<file path="config.mk">
export PLATFORM = sky130hd
export DESIGN_NAME = sd4_block_rx
export DESIGN_NICKNAME = d
export VERILOG_FILES = /design/src/rtl/sd4rx_pkg.sv /design/src/rtl/sd4rx_crc_lane.sv /design/src/rtl/sd4rx_packer.sv /design/src/rtl/sd4_block_rx.sv
export SDC_FILE = /design/constraint.sdc
export NUM_CORES = 1
export LEC_CHECK = 0
export ABC_AREA = 1
export BUFFER_PORTS_ARGS = -buffer_cell sky130_fd_sc_hd__buf_2
export CAP_MARGIN = 10
export CORE_ASPECT_RATIO = 1.5
export CORE_MARGIN = 4
export CORE_UTILIZATION = 45
export DETAILED_ROUTE_END_ITERATION = 8
export GPL_ROUTABILITY_DRIVEN = 0
export GPL_TIMING_DRIVEN = 0
export PLACE_DENSITY = 0.66
export SYNTH_ARGS = -nofsm -noshare
export SYNTH_HDL_FRONTEND = slang
export SYNTH_SLANG_ARGS = --single-unit
</file>
<file path="constraint.sdc">
create_clock -name clk -period 4.7 [get_ports clk]
set_input_delay 0 -clock clk [delete_from_list [all_inputs] [get_ports clk]]
set_output_delay 0 -clock clk [all_outputs]
set_load 0.05 [all_outputs]
</file>
<file path="src/rtl/sd4rx_pkg.sv">
package sd4rx_pkg;

    typedef enum logic [2:0] {
        ST_IDLE,
        ST_HUNT,
        ST_PAYLOAD,
        ST_CRC,
        ST_END
    } rx_state_t;

    localparam int          LANES    = 4;
    localparam int          CRC_W    = 16;
    localparam logic [15:0] CRC_POLY = 16'h1021;

endpackage

</file>
<file path="src/rtl/sd4rx_crc_lane.sv">
module sd4rx_crc_lane
    import sd4rx_pkg::*;
(
    input  logic clk,
    input  logic rst_n,
    input  logic clear,
    input  logic step,
    input  logic cap,
    input  logic data_bit,
    output logic match
);

    logic [CRC_W-1:0] crc_q;
    logic [CRC_W-1:0] rx_q;
    logic             fb;

    assign fb = data_bit ^ crc_q[CRC_W-1];

    always_ff @(posedge clk or negedge rst_n) begin
        if (!rst_n) begin
            crc_q <= '0;
            rx_q  <= '0;
        end else begin
            if (clear) begin
                crc_q <= '0;
                rx_q  <= '0;
            end else begin
                if (step) crc_q <= {crc_q[CRC_W-2:0], 1'b0} ^ (fb ? CRC_POLY : '0);
                if (cap)  rx_q  <= {rx_q[CRC_W-2:0], data_bit};
            end
        end
    end

    assign match = (crc_q == rx_q);

    // seeding at the start bit
    a_r5_seed_zero: assert property (@(posedge clk) disable iff (!rst_n)
        clear |=> crc_q == '0);

    // generator only moves on payload clocks
    a_r5_idle_hold: assert property (@(posedge clk) disable iff (!rst_n)
        (!clear && !step) |=> $stable(crc_q));

endmodule

</file>
<file path="src/rtl/sd4rx_packer.sv">
module sd4rx_packer (
    input  logic        clk,
    input  logic        rst_n,
    input  logic        nib_en,
    input  logic [3:0]  nib,
    input  logic        emit,
    input  logic        ready,
    output logic [31:0] data,
    output logic        valid
);

    logic [27:0] sh_q;

    always_ff @(posedge clk or negedge rst_n) begin
        if (!rst_n) begin
            sh_q  <= '0;
            data  <= '0;
            valid <= 1'b0;
        end else begin
            if (nib_en) sh_q <= {sh_q[23:0], nib};
            if (emit) begin
                data  <= {sh_q, nib};
                valid <= 1'b1;
            end else if (valid && ready) begin
                valid <= 1'b0;
            end
        end
    end

    // a held word is neither dropped nor altered
    a_r10_hold_word: assert property (@(posedge clk) disable iff (!rst_n)
        (valid && !ready) |=> (valid && $stable(data)));

    // every completed nibble group is presented
    a_r4_emit_shows: assert property (@(posedge clk) disable iff (!rst_n)
        emit |=> valid);

endmodule

</file>
<file path="src/rtl/sd4_block_rx.sv">
module sd4_block_rx
    import sd4rx_pkg::*;
#(
    parameter  int WORDS_PER_BLOCK = 128,
    parameter  int MAX_BLOCKS      = 256,
    parameter  int TIMEOUT_CYCLES  = 2_000_000,
    localparam int CNT_W           = $clog2(MAX_BLOCKS + 1),
    localparam int BYTE_W          = $clog2(MAX_BLOCKS * WORDS_PER_BLOCK * 4 + 1)
) (
    input  logic              clk,
    input  logic              rst_n,
    input  logic              start,
    input  logic [CNT_W-1:0]  cfg_blocks,
    input  logic [3:0]        sd_dat,
    output logic [31:0]       out_data,
    output logic              out_valid,
    input  logic              out_ready,
    output logic              busy,
    output logic [CNT_W-1:0]  blocks_done,
    output logic [BYTE_W-1:0] bytes_done,
    output logic [CNT_W-1:0]  crc_err_count,
    output logic              crc_fail,
    output logic              timeout
);

    localparam int NIBS      = WORDS_PER_BLOCK * 8;
    localparam int NIB_W     = $clog2(NIBS);
    localparam int PC_W      = (NIB_W > 4) ? NIB_W : 4;
    localparam int BLK_BYTES = WORDS_PER_BLOCK * 4;
    localparam int TO_W      = $clog2(TIMEOUT_CYCLES + 1);

    rx_state_t          state_q, state_d;
    logic [PC_W-1:0]    pos_q;
    logic [CNT_W-1:0]   target_q, blocks_q, errs_q;
    logic [BYTE_W-1:0]  bytes_q;
    logic [TO_W-1:0]    tcnt_q;
    logic               tout_q;
    logic               launch, stall, sof, expire;
    logic               last_pay, last_crc, last_blk;
    logic               pay_en, crc_en, emit;
    logic [LANES-1:0]   lane_ok;

    assign launch   = (state_q == ST_IDLE) && start && (cfg_blocks != '0)
                      && (cfg_blocks <= CNT_W'(MAX_BLOCKS));
    assign stall    = out_valid && !out_ready;
    assign sof      = (state_q == ST_HUNT) && (sd_dat == 4'h0) && !stall;
    assign expire   = (state_q != ST_IDLE) && (tcnt_q == TO_W'(TIMEOUT_CYCLES - 1));
    assign last_pay = (pos_q == PC_W'(NIBS - 1));
    assign last_crc = (pos_q == PC_W'(CRC_W - 1));
    assign last_blk = ((blocks_q + CNT_W'(1)) == target_q);
    assign pay_en   = (state_q == ST_PAYLOAD);
    assign crc_en   = (state_q == ST_CRC);
    assign emit     = pay_en && (pos_q[2:0] == 3'd7);

    // next-state logic
    always_comb begin
        state_d = state_q;
        unique case (state_q)
            ST_IDLE:    if (launch)   state_d = ST_HUNT;
            ST_HUNT:    if (sof)      state_d = ST_PAYLOAD;
            ST_PAYLOAD: if (last_pay) state_d = ST_CRC;
            ST_CRC:     if (last_crc) state_d = ST_END;
            ST_END:     state_d = last_blk ? ST_IDLE : ST_HUNT;
            default:    state_d = ST_IDLE;
        endcase
        if (expire) state_d = ST_IDLE;
    end

    // state register
    always_ff @(posedge clk or negedge rst_n) begin
        if (!rst_n) state_q <= ST_IDLE;
        else        state_q <= state_d;
    end

    // counters and status
    always_ff @(posedge clk or negedge rst_n) begin
        if (!rst_n) begin
            pos_q    <= '0;
            target_q <= '0;
            blocks_q <= '0;
            errs_q   <= '0;
            bytes_q  <= '0;
            tcnt_q   <= '0;
            tout_q   <= 1'b0;
        end else begin
            if (launch) begin
                target_q <= cfg_blocks;
                blocks_q <= '0;
                bytes_q  <= '0;
                errs_q   <= '0;
                tout_q   <= 1'b0;
                tcnt_q   <= '0;
            end else if (state_q != ST_IDLE) begin
                tcnt_q <= tcnt_q + TO_W'(1);
                if (expire) tout_q <= 1'b1;
            end

            unique case (state_q)
                ST_PAYLOAD: pos_q <= last_pay ? '0 : pos_q + PC_W'(1);
                ST_CRC:     pos_q <= pos_q + PC_W'(1);
                default:    pos_q <= '0;
            endcase

            if ((state_q == ST_END) && !expire) begin
                blocks_q <= blocks_q + CNT_W'(1);
                bytes_q  <= bytes_q + BYTE_W'(BLK_BYTES);
                if (lane_ok != '1) errs_q <= errs_q + CNT_W'(1);
            end
        end
    end

    for (genvar l = 0; l < LANES; l++) begin : g_lane
        sd4rx_crc_lane u_lane (
            .clk      (clk),
            .rst_n    (rst_n),
            .clear    (sof),
            .step     (pay_en),
            .cap      (crc_en),
            .data_bit (sd_dat[l]),
            .match    (lane_ok[l])
        );
    end

    sd4rx_packer u_pack (
        .clk    (clk),
        .rst_n  (rst_n),
        .nib_en (pay_en),
        .nib    (sd_dat),
        .emit   (emit),
        .ready  (out_ready),
        .data   (out_data),
        .valid  (out_valid)
    );

    assign busy          = (state_q != ST_IDLE);
    assign blocks_done   = blocks_q;
    assign bytes_done    = bytes_q;
    assign crc_err_count = errs_q;
    assign crc_fail      = (state_q == ST_IDLE) && (errs_q != '0);
    assign timeout       = tout_q;

    a_r7_below_target: assert property (@(posedge clk) disable iff (!rst_n)
        busy |-> (blocks_q < target_q));

    a_r7_bytes_track: assert property (@(posedge clk) disable iff (!rst_n)
        bytes_q == BYTE_W'(blocks_q) * BYTE_W'(BLK_BYTES));

    a_r6_errs_bounded: assert property (@(posedge clk) disable iff (!rst_n)
        errs_q <= blocks_q);

    a_r9_flag_idle: assert property (@(posedge clk) disable iff (!rst_n)
        tout_q |-> (state_q == ST_IDLE));

    a_r3_hold_off: assert property (@(posedge clk) disable iff (!rst_n)
        ((state_q == ST_HUNT) && stall && !expire) |=> (state_q == ST_HUNT));

    a_r2_zero_ignored: assert property (@(posedge clk) disable iff (!rst_n)
        ((state_q == ST_IDLE) && start && (cfg_blocks == '0)) |=> (state_q == ST_IDLE));

endmodule

</file>
==> results.md <==
* PwrDens at roughly 550 mW/mm2
* R2R depth at 7
* Max-slew violations at 0
* CTS root buf: clkbuf_16
* Fmax at around 0.44 GHz
* Reg2reg end: g_lane[2].u_lane.rx_q[1]$_DFFE_PN0P_
* Status: finished, final reports clean
* Initial DRC Count at 505
* Slew margin rel. at 48.20%
* Worst-Margin Slew at a little under 0.8 ns
* Total gr overflow at 0
* First-pass GRT wire length at slightly below 50 mm
* Clock tree buffer depth at 3
* FF+latch count, synth at between 200 and 300
* HP Start: start
* Synth warnings at 0
* Overall Global Routing Usage at 19.82%
* FP Rows at 72
* Final critical-path required period at around 2.3 ns
* Critical path fanouts, max at 10
* Commonest non-fill, non-tap cells in the layout: 260 x dfrtp_1, 243 x nand2_1, 225 x inv_1, 125 x o21ai_0, 98 x buf_2
* Final-stage net count at between 1500 and 2000
* Clock skew at 0.01712 ns
* Post-Syn Area per Cell at slightly below 9 um2
* Hold Path Class: input port to register
* Number of buffers created by CTS at 26
* CP Cell Sequence: inv_1 -> nor3_2 -> nand4_1 -> nand2_1 -> buf_4 -> buf_4 -> o22ai_1
* Worst VDD drop at 297.2 uV
* Post-layout util at ~54%
* H-tree levels at 1
* Post-synth top area cell: dfrtp_1
* Cell variety after synth at 37
* Dpl hpwl at a little over 20 mm
* Initial antenna violation count at 0
* Slowest CP cell: nand4_1
* Post_cts resized at 0
* Port bufs at a little under 80
* Area of the die at 0.02932 mm2
* Initial Util at a little under half
* Slowest cell delay on critical path at about 0.48 ns
* Yosys top cell area share at 54.37%
* Final antenna-violating net count at 0
* # DRC at 0
* Largest net degree at the start of global routing at ~130
* Synth area leaders: dfrtp_1 54%, nand2_1 7.6%, inv_1 7.1%
* Number of max-cap violations at 0
* Static Leak at 6.859 nW
* Top delay family on crit path: simple AND/OR/NAND/NOR gates
* Post-Route WL at 28.66 mm
* Die H at approximately 210 um
* Vias in the first global route at around 9700
* Setup CP Type: register to register
* R2r startpoint: state_q[0]$_DFFE_PN0P_
* Crit path launch type: register
* Iteration count of the initial detailed-routing pass at 5
* Worst-skew pair later-pin latency at approximately 0.54 ns
* Clk slew on worst S/H paths at roughly 0.060 ns
* Critical Path End Type: register
* Buf/Inv on CP at 3
* Inst Count DP at 1769
* Post-route insts no fill at between 1500 and 2000
* Die width at between 100 and 150 um
* Area Overhead vs Synth at 16.45%
* Worst EP arrival at 2.66 ns
* Cell mode on critical path: buf_4
* Flop2flop setup slack at 2.43 ns
* Hold depth at 7
* Layout cell share with drive strength beyond 1 at between 10% and 20%
* Critical Path RT at around 5.1 ns
* Antenna diodes at 0
* Hold WS at a little over 0.2 ns
* DR vias at around 9400
* Num ports at roughly 90
* Setup WS pre-CTS at around 2.5 ns
* Vias per inst at between 5 and 6
* Final period utilization at approximately half
* Hold Path Sink: tcnt_q[18]$_DFFE_PN0P_
* Unrepaired setup endpoints after global routing: no
* Core box area at between 0.02 and 0.03 mm2
* Cell Area, Synth at approximately 0.012 mm2
* Seq/Total Area, Yosys at 54.37%
* CTS tree: built
* Commonest non-fill, non-tap cell in the layout: dfrtp_1
* WL per Instance at ~16 um
* Final Hold Viols at 0
* # clock sinks at 260
* Final worst setup slack at approximately 2.4 ns
* Setup Viol. Count Final at 0
* Post-Syn Instances at roughly 1300
worst max-delay path by stage:
stage,slack (ns),to,from,depth (start not counted)
final,2.43,g_lane[2].u_lane.rx_q[1]$_DFFE_PN0P_,state_q[0]$_DFFE_PN0P_,7
after global routing,2.18,g_lane[2].u_lane.rx_q[10]$_DFFE_PN0P_,state_q[0]$_DFFE_PN0P_,7
after CTS,2.45,g_lane[2].u_lane.rx_q[1]$_DFFE_PN0P_,state_q[0]$_DFFE_PN0P_,7
after detailed placement,2.47,g_lane[2].u_lane.rx_q[8]$_DFFE_PN0P_,state_q[0]$_DFFE_PN0P_,7
after global placement,-1.13,g_lane[2].u_lane.crc_q[11]$_DFFE_PN0P_,rst_n,1
after floorplan,2.80,state_q[0]$_DFFE_PN0P_,blocks_done[0]$_DFFE_PN0P_,12
final cells by class:
| cell class | instances | area, um2 |
|---|---|---|
| Inverter | 232 | 870.8 |
| Multi-Input combinational cell | 808 | 4335 |
| Clock buffer | 31 | 699.4 |
| Clock inverter | 17 | 191.4 |
| Fill cell | 2396 | 12100 |
| Sequential cell | 260 | 6506 |
| Tap cell | 333 | 416.7 |
| Timing Repair Buffer | 98 | 630.6 |
| Buffer | 55 | 284.0 |
flip-flops by register name, indices dropped and copies added (netlist names), 10 cells and up:
register / cells
u_pack.data: 32
g_lane.u_lane.rx_q: 64
pos_q: 10
u_pack.sh_q: 28
tcnt_q: 21
g_lane.u_lane.crc_q: 64
worst min-delay path: cells and delay by family:
family	cells	cell delay, ns
AND/OR/NAND/NOR	2	0.21
AO/OA/AOI/OAI	2	0.14
buffers and inverters	3	0.32
cells in the mapped netlist (all sizes together):
| cell | n |
|---|---|
| xnor2 | 29 |
| dfrtp | 260 |
| a211oi | 2 |
| or2 | 1 |
| nor4 | 3 |
| o21ai | 130 |
| mux2 | 2 |
| inv | 232 |
| nor2 | 78 |
| o22ai | 95 |
| conb | 1 |
| a22oi | 2 |
| nor3 | 20 |
| nand3b | 6 |
| nand4 | 25 |
| ha | 7 |
| buf | 33 |
| xor2 | 66 |
| o21a | 2 |
| a41oi | 1 |
| o221a | 1 |
| nand3 | 50 |
| a21oi | 24 |
| clkbuf | 22 |
| nor3b | 3 |
| nand2 | 252 |
cells by family (layout without fill, tap and decap cells):
group,after synthesis,in the layout,share of synthesized area [%]
buffers and inverters,287,433,9.651
AO/OA/AOI/OAI,257,257,11.95
other,1,9,0.03134
XOR/XNOR,95,95,6.953
adder cells (fa/ha/maj),7,7,0.7319
AND/OR/NAND/NOR,438,438,16.12
multiplexers,2,2,0.1882
flip-flops,260,260,54.37
per-stage QoR:
stage	setup TNS (ns)	cell area (um2)	power, W
3_3_place_gp	-288.98	12810	0.005537
3_5_place_dp	0	12870	0.005599
6_report	0	13930	0.007704
5_1_grt	0	13930	0.008251
4_1_cts	0	13930	0.007776
2_1_floorplan	0	12000	0.004943
power breakdown:
group	internal (W)	switching [W]	leakage [nW]
Combinational	0.000841	0.00140	2.98
Clock	0.00124	0.000899	0.426
Sequential	0.00285	0.000474	3.45
Total	0.00493	0.00277	6.86
what timing repair did:
| action | in CTS | in global routing |
|---|---|---|
| buffers inserted | 0 | 0 |
| hold buffers | 17 | 0 |
| endpoints found under the hold margin | 157 | 0 |
metal layers:
layer | GRT usage, % | share of wire, % | vias up
met4 | 6.720 | 3.1 | 0
met5 | 0 | 0 | -
li1 | - | - | 4587
met1 | 24.22 | 40 | 4506
met3 | 2.489 | 5.4 | 59
met2 | 35.76 | 52 | 231
Power figures use the tool's default switching activity.
